$ cat config.mk
export PLATFORM = sky130hd
export DESIGN_NAME = fpu_esc_decoder
export DESIGN_NICKNAME = d
export VERILOG_FILES = /design/src/rtl/fpesc_pkg.sv /design/src/rtl/fpesc_classify.sv /design/src/rtl/fpesc_disp.sv /design/src/rtl/fpesc_seq.sv /design/src/rtl/fpu_esc_decoder.sv
export SDC_FILE = /design/constraint.sdc
export NUM_CORES = 1
export LEC_CHECK = 0
export ABC_AREA = 0
export BUFFER_PORTS_ARGS = -buffer_cell sky130_fd_sc_hd__buf_2
export CAP_MARGIN = 20
export CORE_AREA = 10 10 103 105
export CTS_BUF_LIST = sky130_fd_sc_hd__clkbuf_8
export DETAILED_ROUTE_END_ITERATION = 10
export DIE_AREA = 0 0 113 115
export GPL_ROUTABILITY_DRIVEN = 0
export PLACE_DENSITY = 0.81
export SETUP_SLACK_MARGIN = 0.02
export SKIP_LAST_GASP = 1
export SLEW_MARGIN = 40
export SYNTH_ARGS = -nofsm -noshare
export SYNTH_HDL_FRONTEND = slang
export SYNTH_SLANG_ARGS = --single-unit
$ cat constraint.sdc
create_clock -name clk -period 3.83 [get_ports clk]
set_clock_uncertainty 0.05 [all_clocks]
set_input_delay 0.383 -clock clk [delete_from_list [all_inputs] [get_ports clk]]
set_output_delay 0.383 -clock clk [all_outputs]
set_load 0.02 [all_outputs]
$ cat src/rtl/fpesc_pkg.sv
package fpesc_pkg;

   typedef enum logic [3:0] {
      OP_ADD  = 4'd0,
      OP_MUL  = 4'd1,
      OP_COM  = 4'd2,
      OP_COMP = 4'd3,
      OP_SUB  = 4'd4,
      OP_SUBR = 4'd5,
      OP_DIV  = 4'd6,
      OP_DIVR = 4'd7,
      OP_LOAD = 4'd8,
      OP_RAW  = 4'd15
   } fp_op_e;

   typedef enum logic [1:0] {
      TAG_NONE   = 2'd0,
      TAG_SINGLE = 2'd1,
      TAG_DOUBLE = 2'd2,
      TAG_STACK  = 2'd3
   } fp_tag_e;

   typedef enum logic [1:0] {
      ST_IDLE  = 2'd0,
      ST_MODRM = 2'd1,
      ST_DISP  = 2'd2
   } seq_state_e;

   typedef struct packed {
      fp_op_e     op;
      fp_tag_e    tag;
      logic       is_reg;
      logic [2:0] st;
      logic [7:0] ext;
   } dec_info_t;

endpackage

$ cat src/rtl/fpesc_classify.sv
module fpesc_classify
   import fpesc_pkg::*;
#(
   parameter logic [2:0] FULL_GRP = 3'd0,
   parameter logic [2:0] LOAD_GRP = 3'd5
) (
   input  logic [2:0] grp,
   input  logic [7:0] modrm,
   output dec_info_t  info
);

   logic       reg_form;
   logic [2:0] nnn;

   always_comb begin
      reg_form    = (modrm[7:6] == 2'b11);
      nnn         = modrm[5:3];
      info.is_reg = reg_form;
      info.ext    = reg_form ? modrm : {5'b0, nnn};
      info.st     = reg_form ? modrm[2:0] : 3'd0;
      if (grp == FULL_GRP) begin
         info.op  = fp_op_e'({1'b0, nnn});
         info.tag = reg_form ? TAG_STACK : TAG_SINGLE;
      end else if (grp == LOAD_GRP && !reg_form && nnn == 3'd0) begin
         info.op  = OP_LOAD;
         info.tag = TAG_DOUBLE;
      end else begin
         info.op  = OP_RAW;
         info.tag = TAG_NONE;
      end
   end

endmodule

$ cat src/rtl/fpesc_disp.sv
module fpesc_disp #(
   parameter int BYTE_W     = 8,
   parameter int DISP_BYTES = 4,
   parameter bit LITTLE_END = 1'b1,
   localparam int DISP_W    = BYTE_W * DISP_BYTES,
   localparam int CNT_W     = (DISP_BYTES > 1) ? $clog2(DISP_BYTES) : 1
) (
   input  logic              clk,
   input  logic              rst,
   input  logic              clear,
   input  logic              load,
   input  logic [CNT_W-1:0]  idx,
   input  logic [BYTE_W-1:0] data,
   output logic [DISP_W-1:0] nxt
);

   logic [DISP_W-1:0] value;

   generate
      if (LITTLE_END) begin : g_little
         always_comb begin
            nxt = clear ? '0 : value;
            if (load) nxt[idx*BYTE_W +: BYTE_W] = data;
         end
      end else begin : g_big
         logic [CNT_W-1:0] unused_idx;
         assign unused_idx = idx;
         always_comb begin
            nxt = clear ? '0 : value;
            if (load) nxt = {value[DISP_W-BYTE_W-1:0], data};
         end
      end
   endgenerate

   always_ff @(posedge clk) begin
      if (rst) value <= '0;
      else     value <= nxt;
   end


   disp_clear_chk: assert property (@(posedge clk) disable iff (rst)
      (clear && !load) |=> (value == '0));

endmodule

$ cat src/rtl/fpesc_seq.sv
module fpesc_seq
   import fpesc_pkg::*;
#(
   parameter int         DISP_BYTES = 4,
   parameter logic [7:0] ESC_BASE   = 8'hD8,
   localparam int        CNT_W      = (DISP_BYTES > 1) ? $clog2(DISP_BYTES) : 1
) (
   input  logic             clk,
   input  logic             rst,
   input  logic             in_valid,
   input  logic [7:0]       in_byte,
   output logic             start,
   output logic             bad_first,
   output logic             take_disp,
   output logic             finish,
   output logic [CNT_W-1:0] cnt,
   output logic [2:0]       grp,
   output logic [7:0]       modrm_cur
);

   seq_state_e state;
   logic       is_esc;
   logic       take_modrm;
   logic       needs_disp;
   logic       last_disp;
   logic [7:0] modrm_q;

   always_comb begin
      is_esc     = (in_byte[7:3] == ESC_BASE[7:3]);
      start      = (state == ST_IDLE) && in_valid && is_esc;
      bad_first  = (state == ST_IDLE) && in_valid && !is_esc;
      take_modrm = (state == ST_MODRM) && in_valid;
      needs_disp = (in_byte[7:6] == 2'b00) && (in_byte[2:0] == 3'b101);
      take_disp  = (state == ST_DISP) && in_valid;
      last_disp  = take_disp && (cnt == CNT_W'(DISP_BYTES - 1));
      finish     = (take_modrm && !needs_disp) || last_disp;
      modrm_cur  = (state == ST_MODRM) ? in_byte : modrm_q;
   end

   always_ff @(posedge clk) begin
      if (rst) begin
         state   <= ST_IDLE;
         cnt     <= '0;
         grp     <= '0;
         modrm_q <= '0;
      end else begin
         unique case (state)
            ST_IDLE: if (start) begin
               grp   <= in_byte[2:0];
               state <= ST_MODRM;
            end
            ST_MODRM: if (take_modrm) begin
               modrm_q <= in_byte;
               cnt     <= '0;
               state   <= needs_disp ? ST_DISP : ST_IDLE;
            end
            ST_DISP: if (take_disp) begin
               cnt <= cnt + 1'b1;
               if (last_disp) state <= ST_IDLE;
            end
            default: state <= ST_IDLE;
         endcase
      end
   end


   esc_then_modrm_chk: assert property (@(posedge clk) disable iff (rst)
      start |=> (state == ST_MODRM));

   stall_hold_chk: assert property (@(posedge clk) disable iff (rst)
      (!in_valid) |=> $stable(state));

   disp_continue_chk: assert property (@(posedge clk) disable iff (rst)
      (take_disp && !last_disp) |=> (state == ST_DISP));

   bad_stays_idle_chk: assert property (@(posedge clk) disable iff (rst)
      bad_first |=> (state == ST_IDLE));

endmodule

$ cat src/rtl/fpu_esc_decoder.sv
module fpu_esc_decoder
   import fpesc_pkg::*;
#(
   parameter int         BYTE_W     = 8,
   parameter int         DISP_BYTES = 4,
   parameter bit         LITTLE_END = 1'b1,
   parameter logic [7:0] ESC_BASE   = 8'hD8,
   localparam int        DISP_W     = BYTE_W * DISP_BYTES,
   localparam int        CNT_W      = (DISP_BYTES > 1) ? $clog2(DISP_BYTES) : 1
) (
   input  logic              clk,
   input  logic              rst,
   input  logic              in_valid,
   input  logic [7:0]        in_byte,
   output logic              done,
   output logic              unsupported,
   output logic [3:0]        op_class,
   output logic [1:0]        opnd_tag,
   output logic              is_reg,
   output logic [2:0]        st_idx,
   output logic [7:0]        ext_idx,
   output logic [2:0]        grp_idx,
   output logic [DISP_W-1:0] disp
);

   generate
      if (BYTE_W != 8) begin : g_bad_byte
         $error("fpu_esc_decoder: BYTE_W must be 8");
      end
      if (DISP_BYTES < 2 || DISP_BYTES > 8) begin : g_bad_disp
         $error("fpu_esc_decoder: DISP_BYTES must be 2..8");
      end
      if (ESC_BASE[2:0] != 3'd0) begin : g_bad_base
         $error("fpu_esc_decoder: ESC_BASE must be a multiple of 8");
      end
   endgenerate

   logic              start;
   logic              bad_first;
   logic              take_disp;
   logic              finish;
   logic [CNT_W-1:0]  cnt;
   logic [2:0]        grp;
   logic [7:0]        modrm_cur;
   logic [DISP_W-1:0] disp_nxt;
   dec_info_t         info;

   fpesc_seq #(.DISP_BYTES(DISP_BYTES), .ESC_BASE(ESC_BASE)) u_seq (
      .clk(clk), .rst(rst), .in_valid(in_valid), .in_byte(in_byte),
      .start(start), .bad_first(bad_first), .take_disp(take_disp),
      .finish(finish), .cnt(cnt), .grp(grp), .modrm_cur(modrm_cur)
   );

   fpesc_disp #(.BYTE_W(BYTE_W), .DISP_BYTES(DISP_BYTES), .LITTLE_END(LITTLE_END)) u_disp (
      .clk(clk), .rst(rst), .clear(start), .load(take_disp),
      .idx(cnt), .data(in_byte), .nxt(disp_nxt)
   );

   fpesc_classify u_cls (
      .grp(grp), .modrm(modrm_cur), .info(info)
   );

   always_ff @(posedge clk) begin
      if (rst) begin
         done        <= 1'b0;
         unsupported <= 1'b0;
         op_class    <= '0;
         opnd_tag    <= '0;
         is_reg      <= 1'b0;
         st_idx      <= '0;
         ext_idx     <= '0;
         grp_idx     <= '0;
         disp        <= '0;
      end else begin
         done        <= finish;
         unsupported <= bad_first;
         if (finish) begin
            op_class <= info.op;
            opnd_tag <= info.tag;
            is_reg   <= info.is_reg;
            st_idx   <= info.st;
            ext_idx  <= info.ext;
            grp_idx  <= grp;
            disp     <= disp_nxt;
         end
      end
   end


   done_one_cycle_chk: assert property (@(posedge clk) disable iff (rst)
      done |=> !done);

   bad_no_done_chk: assert property (@(posedge clk) disable iff (rst)
      unsupported |-> !done);

   reg_no_disp_chk: assert property (@(posedge clk) disable iff (rst)
      (done && is_reg) |-> (disp == '0));

   load_double_chk: assert property (@(posedge clk) disable iff (rst)
      (done && op_class == OP_LOAD) |-> (opnd_tag == TAG_DOUBLE && !is_reg));

   hold_fields_chk: assert property (@(posedge clk) disable iff (rst)
      (!done && !$past(finish)) |-> $stable(ext_idx));

endmodule

==> parameters.txt, run 1 <==
Parameter                              Value

Outcome
  Status    finished clean

Clock tree
  Number of H-tree branching levels    3
  Root Buffer Master    sky130_fd_sc_hd__clkbuf_8
  Clock buffers created by TritonCTS    9
  Clock tree from TritonCTS    built
  Count of buffers added by post-CTS timing repair for setup    0
  Hold-fix buffer count after cts    0
  Clock network latency to the later pin of the worst-skew pair    roughly 360 ps
  Number of buffers on the longest clock path    2
  Post-cts sizing count    0
  Number of sinks driven by the clock tree    100
  Clock-pin transition on the worst setup and hold timing paths    ~90 ps

Worst setup path
  Setup crit start kind    flop
  Most frequent cell on the critical path    sky130_fd_sc_hd__nand2_2
  Crit path max fanout    35
  Critical path's largest stage delay    around 620 ps
  Type of element capturing the critical path    flop
  Critical path required time    between 4000 and 5000 ps
  Slowest-stage cell, CP    sky130_fd_sc_hd__nand2_2
  Crit Path Category    reg2reg
  Data arrival, critical path    3110 ps
  Cell breakdown of the critical path    inv_1 > ha_1 > nand2_2 > a21o_1 > nand2_2 > a311oi_1

Detailed routing
  Total length of routed met3 wires    791 um
  Number of vias after detailed routing    ~3.7k
  Total Routed Length    roughly 11000 um
  Count of routing violations after the opening detailed-route iteration    around 380
  M1 wire length    between 4000 and 5000 um
  Drt first pass iters    6
  Post-detailed-route wirelength per cell    17.6 um
  Post-detailed-route DRC marker count    0
  Post-DR vias/cell    roughly 6
  Topmost layer with routed signal wires    met4
  DRT antenna net count    0
  Met2 wire len    between 5000 and 6000 um

Global route
  Initial antenna violation count    0
  Wire length of the first global-routing pass    approximately 17000 um
  Pin count of the biggest net entering global routing    58
  Overall overflow remaining after global route    0
  Via count of the first global-routing pass    ~3.5k
  Global-route usage over all layers    approximately 16%

Flow run
  Max-cap check violation count    0

Logic synthesis
  Number of enable flip-flop cells after synthesis    0
  Net count after synthesis    ~480
  Predominant post-synthesis flop cell    sky130_fd_sc_hd__dfxtp_1
  Mapped Avg Cell Area    around 9.1 um2
  Share of the synthesized area in compound gates (AO/OA/AOI/OAI)    between 20% and 30%
  Xor and xnor area share after synthesis    0%
  Leading post-synthesis cells by cell area    sky130_fd_sc_hd__dfxtp_1, sky130_fd_sc_hd__a211oi_1, sky130_fd_sc_hd__nor3_1
  Post-synthesis async set-or-reset flop share    0%
  Share of synthesized area spent on multiplexers    under 10%
  Cells after Synth    458
  Area share of fa/ha/maj cells after synthesis    under 10%
  Top cell type's share of synthesized area    a little under half
  Dominant combinational cell family by area after synthesis    compound AO/OA/AOI/OAI gates
  Number of warnings printed during yosys synthesis    0
  Yosys cell types    44
  Top cell type by total area after synthesis    sky130_fd_sc_hd__dfxtp_1
  Mapped cell area    4190 um2
  Sequential area share after synthesis    47.8%
  Post-Synth Simple-Gate Area    about a fifth
  Total of flip-flops plus latches after synthesis    100

Placement
  Detailed Place HPWL    ~7500 um
  Post-DP Area    ~4500 um2
  Input/output buffers    65

Timing
  Final hold violation count    0
  Peak clock frequency supported by timing    roughly 0.35 GHz
  Unrepaired setup endpoints after global routing    false
  Fin. max-slew vios    0
  Final count of negative-setup-slack endpoints    0
  Worst max-slew margin expressed relative to the limit    a little under half
  Tcrit/Tclk final    about three quarters
  Transition at the pin with the smallest max-transition slack    782 ps
  Final critical path time including I/O delays and setup    2890 ps
  Final total negative setup slack    0 ps
  Worst hold margin    about 320 ps

Final layout
  Final net count    513
  Share of cells above drive strength 1    approximately 20%
  Leading cell type in the layout, fill and taps excluded    sky130_fd_sc_hd__dfxtp_1
  Number of antenna diodes    0
  Top library cells by usage in the layout, fill and taps aside    sky130_fd_sc_hd__dfxtp_1, sky130_fd_sc_hd__buf_2, sky130_fd_sc_hd__nor2_1, sky130_fd_sc_hd__nor3_1, sky130_fd_sc_hd__a21oi_1
  Final Util    54.5%
  Post-route design area    between 4000 and 5000 um2
  Area overhead of the layout relative to synthesis    11.3%

Floorplan
  Placeable core region    between 8000 and 9000 um2
  Area enclosed by the die boundary    around 13000 um2
  # rows    34
  IO Pins    66
  Vertical extent of the die    about 120 um
  Die Span X    roughly 110 um
  Starting density of the core    about half

Hold path
  Kind of path behind the tightest hold check    in2reg

Pwr
  Static Leakage    around 1.8 nW
  IR drop worst, VDD    0.000197 V
  Pwr per Cell Area    approximately 370 nW/um2
worst max-delay path: cells and delay by family (launching register included):
kind | cells | cell delay (ps)
AOI/OAI and AO/OA | 2 | 990
and+or+nand+nor | 2 | 910
DFF | 1 | 350
buffers and inverters | 1 | 70
adders and majority gates | 1 | 410
cell usage after synthesis, drive strengths merged, types with 3 or more instances:
cell type  count
a22oi          9
o211ai         4
o21ai         13
mux2           4
a21oi         32
ha             9
nand4b         4
mux2i          7
o41ai          3
nand3b         3
and2           3
nand3         20
nor4           4
inv            7
buf           23
a32oi         21
nor3          40
a221o          3
nand2         27
a311oi         7
a211oi        29
and3           3
dfxtp        100
nor2          40
clkbuf        25
through the flow:
| step | std cells | setup WS [ps] | power, mW |
|---|---|---|---|
| 2_1_floorplan | 458 | 1810 | 1.12 |
| 3_3_place_gp | 590 | 1180 | 1.14 |
| 3_5_place_dp | 590 | 1000 | 1.14 |
| 4_1_cts | 606 | 986 | 1.73 |
| 5_1_grt | 606 | 722 | 1.79 |
| 6_report | 606 | 936 | 1.72 |
cells by family (layout without fill, tap and decap cells):
family / after synthesis / after routing
AOI/OAI and AO/OA: 130 / 130
adders and majority gates: 9 / 9
buffers and inverters: 55 / 95
DFF: 100 / 100
muxes: 11 / 11
and+or+nand+nor: 153 / 153
worst paths after layout:
| path | startpoint | end | slack (ps) | cells after the start |
|---|---|---|---|---|
| worst min-delay path | in_byte[5] | u_seq.modrm_q[5] | 320 | 3 |
| worst max register to register | u_seq.state[1] | disp[10] | 940 | 6 |
| worst max-delay path | u_seq.state[1] | disp[10] | 940 | 6 |
| worst min register to register | ext_idx[3] | ext_idx[3] | 420 | 2 |
per-layer routing:
metal  up-vias  track usage, %
li1       1763               -
met1      1733            19.9
met2       135            25.6
met3        19            3.70
met4         0            7.95
met5         -               0
registers in the layout, indices dropped and copies added (netlist names):
name / count
st_idx: 3
unsupported: 1
u_seq.grp: 3
grp_idx: 3
disp: 32
u_disp.value: 32
u_seq.modrm_q: 8
opnd_tag: 2
done: 1
u_seq.cnt: 2
ext_idx: 7
u_seq.state: 2
op_class: 4
cell type report:
| type | count | area (um2) |
|---|---|---|
| clock buffer | 9 | 124 |
| clock inverter | 7 | 51.3 |
| fill | 775 | 3890 |
| inverter | 7 | 26.3 |
| multi-input combinational | 303 | 1940 |
| sequential | 100 | 2000 |
| tap | 108 | 135 |
| timing repair buffer | 72 | 380 |
power breakdown:
| group | total (mW) | internal, mW | leakage [nW] | switching [mW] |
|---|---|---|---|---|
| sequential | 1.05 | 1.04 | 0.806 | 0.00242 |
| clock | 0.603 | 0.241 | 0.0918 | 0.362 |
| combinational | 0.0756 | 0.0194 | 0.859 | 0.0562 |
| total | 1.72 | 1.30 | 1.76 | 0.421 |
(Power assumes the default switching activity.)
==> run 2, diff against run 1 <==
--- a/config.mk
+++ b/config.mk
@@ -5,7 +5,7 @@
 export SDC_FILE = /design/constraint.sdc
 export NUM_CORES = 1
 export LEC_CHECK = 0
-export ABC_AREA = 0
+export ABC_AREA = 1
 export BUFFER_PORTS_ARGS = -buffer_cell sky130_fd_sc_hd__buf_2
 export CAP_MARGIN = 20
 export CORE_AREA = 10 10 103 105
@@ -13,7 +13,7 @@
 export DETAILED_ROUTE_END_ITERATION = 10
 export DIE_AREA = 0 0 113 115
 export GPL_ROUTABILITY_DRIVEN = 0
-export PLACE_DENSITY = 0.81
+export PLACE_DENSITY = 0.84
 export SETUP_SLACK_MARGIN = 0.02
 export SKIP_LAST_GASP = 1
 export SLEW_MARGIN = 40
==> constraint.sdc (replaced) <==
create_clock -name clk -period 2.6 [get_ports clk]
set_clock_uncertainty 0.05 [all_clocks]
set_input_delay 0.26 -clock clk [delete_from_list [all_inputs] [get_ports clk]]
set_output_delay 0.26 -clock clk [all_outputs]
set_load 0.02 [all_outputs]
==> run 2 against run 1 <==
  * Global-route usage grew 0.35 points
  * Flip-flop and latch count stayed put
  * Cell count is 21% higher
  * Sequential power is 59% higher
  * Via count is 5.1% higher
  * Combinational power grew to 13 times the previous value
  * Sequential share of layout area decreased by 0.90 points
  * Core utilization grew 1.2 points
  * Clock power grew 81%
  * Highest routed layer unchanged
  * Worst hold slack got worse by 160 ps
==> parameters.txt, run 2 <==
Parameter                              Value

Clock tree
  Post-cts sizing count    0
  Number of buffers on the longest clock path    2
  Clock-pin transition on the worst setup and hold timing paths    roughly 90 ps
  Clock buffers created by TritonCTS    9
  Root Buffer Master    sky130_fd_sc_hd__clkbuf_8
  Number of sinks driven by the clock tree    100
  Clock network latency to the later pin of the worst-skew pair    approximately 370 ps
  Clock tree from TritonCTS    built
  Number of H-tree branching levels    3

Timing
  Final critical path time including I/O delays and setup    2340 ps
  Unrepaired setup endpoints after global routing    false
  Tcrit/Tclk final    approximately nine tenths
  Post-route setup slack    about 260 ps
  Worst max-slew margin expressed relative to the limit    between 50% and 60%
  Transition at the pin with the smallest max-transition slack    a little over 600 ps
  Fin. max-slew vios    0
  Final hold violation count    0
  Final total negative setup slack    0 ps
  Final count of negative-setup-slack endpoints    0
  Peak clock frequency supported by timing    approximately 0.43 GHz

Logic synthesis
  Number of enable flip-flop cells after synthesis    0
  Total of flip-flops plus latches after synthesis    100
  Top cell type's share of synthesized area    47.4%
  Number of warnings printed during yosys synthesis    0
  Sequential area share after synthesis    a little under half
  Net count after synthesis    between 500 and 600
  Predominant post-synthesis flop cell    sky130_fd_sc_hd__dfxtp_1
  Leading post-synthesis cells by cell area    sky130_fd_sc_hd__dfxtp_1, sky130_fd_sc_hd__nand2_1, sky130_fd_sc_hd__nand3_1
  Most numerous cell types in the synthesized netlist    sky130_fd_sc_hd__nand2_1, sky130_fd_sc_hd__dfxtp_1, sky130_fd_sc_hd__nand3_1, sky130_fd_sc_hd__inv_1, sky130_fd_sc_hd__nor2_1
  Yosys cell types    28
  Mapped Avg Cell Area    between 7 and 8 um2
  Top cell type by total area after synthesis    sky130_fd_sc_hd__dfxtp_1
  Cells after Synth    approximately 570
  Dominant cell by count in the synthesized netlist    sky130_fd_sc_hd__nand2_1
  Mapped cell area    4220 um2
  Post-synthesis async set-or-reset flop share    0%

Worst setup path
  FF-to-FF path depth    9
  Data arrival, critical path    ~2600 ps
  Setup crit start kind    flop
  Crit Path Category    reg2reg
  Type of element capturing the critical path    flop
  Critical path required time    between 2000 and 3000 ps
  Crit path max fanout    22

Final layout
  Post-route design area    about 4800 um2
  Top library cells by usage in the layout, fill and taps aside    sky130_fd_sc_hd__nand2_1, sky130_fd_sc_hd__dfxtp_1, sky130_fd_sc_hd__buf_2, sky130_fd_sc_hd__nand3_1, sky130_fd_sc_hd__inv_1
  Final Util    around 56%
  Final std cells w/o fill    734
  Number of filler instances in the final layout    between 700 and 800
  Number of antenna diodes    0
  Final net count    about 640
  Largest registers    disp: 32 flops, u_disp.value: 32 flops, u_seq.modrm_q: 8 flops
  Area overhead of the layout relative to synthesis    12.8%
  Share of cells above drive strength 1    ~16%
  Leading cell type in the layout, fill and taps excluded    sky130_fd_sc_hd__nand2_1

Flow run
  Max-cap check violation count    0

Detailed routing
  Post-detailed-route wirelength per cell    about 15 um
  Total Routed Length    approximately 11000 um
  Drt first pass iters    5
  Number of vias after detailed routing    approximately 3.8k
  Post-DR vias/cell    between 5 and 6
  Post-detailed-route DRC marker count    0
  DRT antenna net count    0
  Count of routing violations after the opening detailed-route iteration    296

Placement
  Post-DP Area    4530 um2
  Input/output buffers    65
  Instance count after placement with tap cells included    717
  Detailed Place HPWL    around 7600 um
  Place WS    around 330 ps

Floorplan
  # rows    34
  Area enclosed by the die boundary    13000 um2
  Placeable core region    around 8600 um2
  Vertical extent of the die    about 120 um
  Die Span X    approximately 110 um
  IO Pins    66
  Starting density of the core    49.4%

Global route
  Initial antenna violation count    0
  Overall overflow remaining after global route    0
  Via count of the first global-routing pass    around 3.7k
  Wire length of the first global-routing pass    approximately 18000 um
  Pin count of the biggest net entering global routing    between 40 and 50
  Global-route usage over all layers    ~16%

Hold path
  Number of cells traversed by the worst hold path    3
  Kind of path behind the tightest hold check    in2reg

Outcome
  Status    finished clean

Pwr
  Pwr per Cell Area    between 700 and 800 nW/um2
  Static Leakage    ~2.2 nW
  IR drop worst, VDD    0.000342 V
-- run 2: changes by cell type after synthesis, sizes merged, moves of 8 or more --
cell,delta
a22oi,-9
nand4,+8
nor3,-36
a211oi,-26
a32oi,-21
nand3,+34
inv,+45
clkbuf,-17
o21ai,+31
nand2,+144
nor2,+14
-- run 2: cells by family after synthesis --
| logic type | count (synthesis) | share of synthesized area (%) |
|---|---|---|
| buf+inv | 78 | 8.71 |
| compound gates | 81 | 10.1 |
| flops | 100 | 47.4 |
| fa+ha+maj | 9 | 2.67 |
| simple gates | 299 | 31.1 |
-- run 2: metal layers --
layer	part of all wire (%)	GRT usage, %	routed length (um)
met1	43	20.0	4740
met3	6.8	4.06	745
met5	0	0	0
met2	47	26.9	5210
met4	2.5	7.02	278
-- run 2: timing repair --
item | in CTS | in global routing
hold buffers | 0 | 0
hold endpoints to repair | 0 | 0
setup endpoints to repair | 0 | 1
setup buffers | 0 | 0
-- run 2: critical path: stages (launching register included) --
cell and delay, ps:
sky130_fd_sc_hd__dfxtp_1 360, sky130_fd_sc_hd__inv_1 70, sky130_fd_sc_hd__ha_1 370, sky130_fd_sc_hd__nand2_2 250, sky130_fd_sc_hd__clkinv_4 120, sky130_fd_sc_hd__nand2_4 170
sky130_fd_sc_hd__nand2_4 150, sky130_fd_sc_hd__nor2_4 530, sky130_fd_sc_hd__nand2_1 120, sky130_fd_sc_hd__nand2_1 100
-- run 2: per-stage QoR --
stage	hold WS (ps)	power, mW
2_1_floorplan	354	2.46
3_3_place_gp	385	2.60
3_5_place_dp	387	2.64
4_1_cts	152	3.71
5_1_grt	163	3.95
6_report	165	3.74
-- run 2: layout make-up --
class | instances | area [um2] | area share [%]
clock buffers | 9 | 124 | 2.60
clock inverters | 7 | 92.6 | 1.94
inverters | 53 | 204 | 4.28
multi-input cells | 390 | 1860 | 39.1
flip-flops and latches | 100 | 2000 | 42.0
well taps | 108 | 135 | 2.84
repair buffers | 67 | 340 | 7.15
-- run 2: power breakdown --
group | switching [mW] | total [mW] | internal (mW) | leakage (nW)
registers | 0.0611 | 1.67 | 1.61 | 0.807
logic | 0.716 | 0.982 | 0.266 | 1.33
clock network | 0.552 | 1.09 | 0.541 | 0.112
-- run 2: final timing paths --
path	startpoint	to	slack [ps]
hold / removal	in_byte[5]	u_seq.modrm_q[5]	160
hold reg to reg	disp[6]	disp[6]	410
setup / recovery	u_seq.state[1]	st_idx[2]	260
setup reg to reg	u_seq.state[1]	st_idx[2]	260
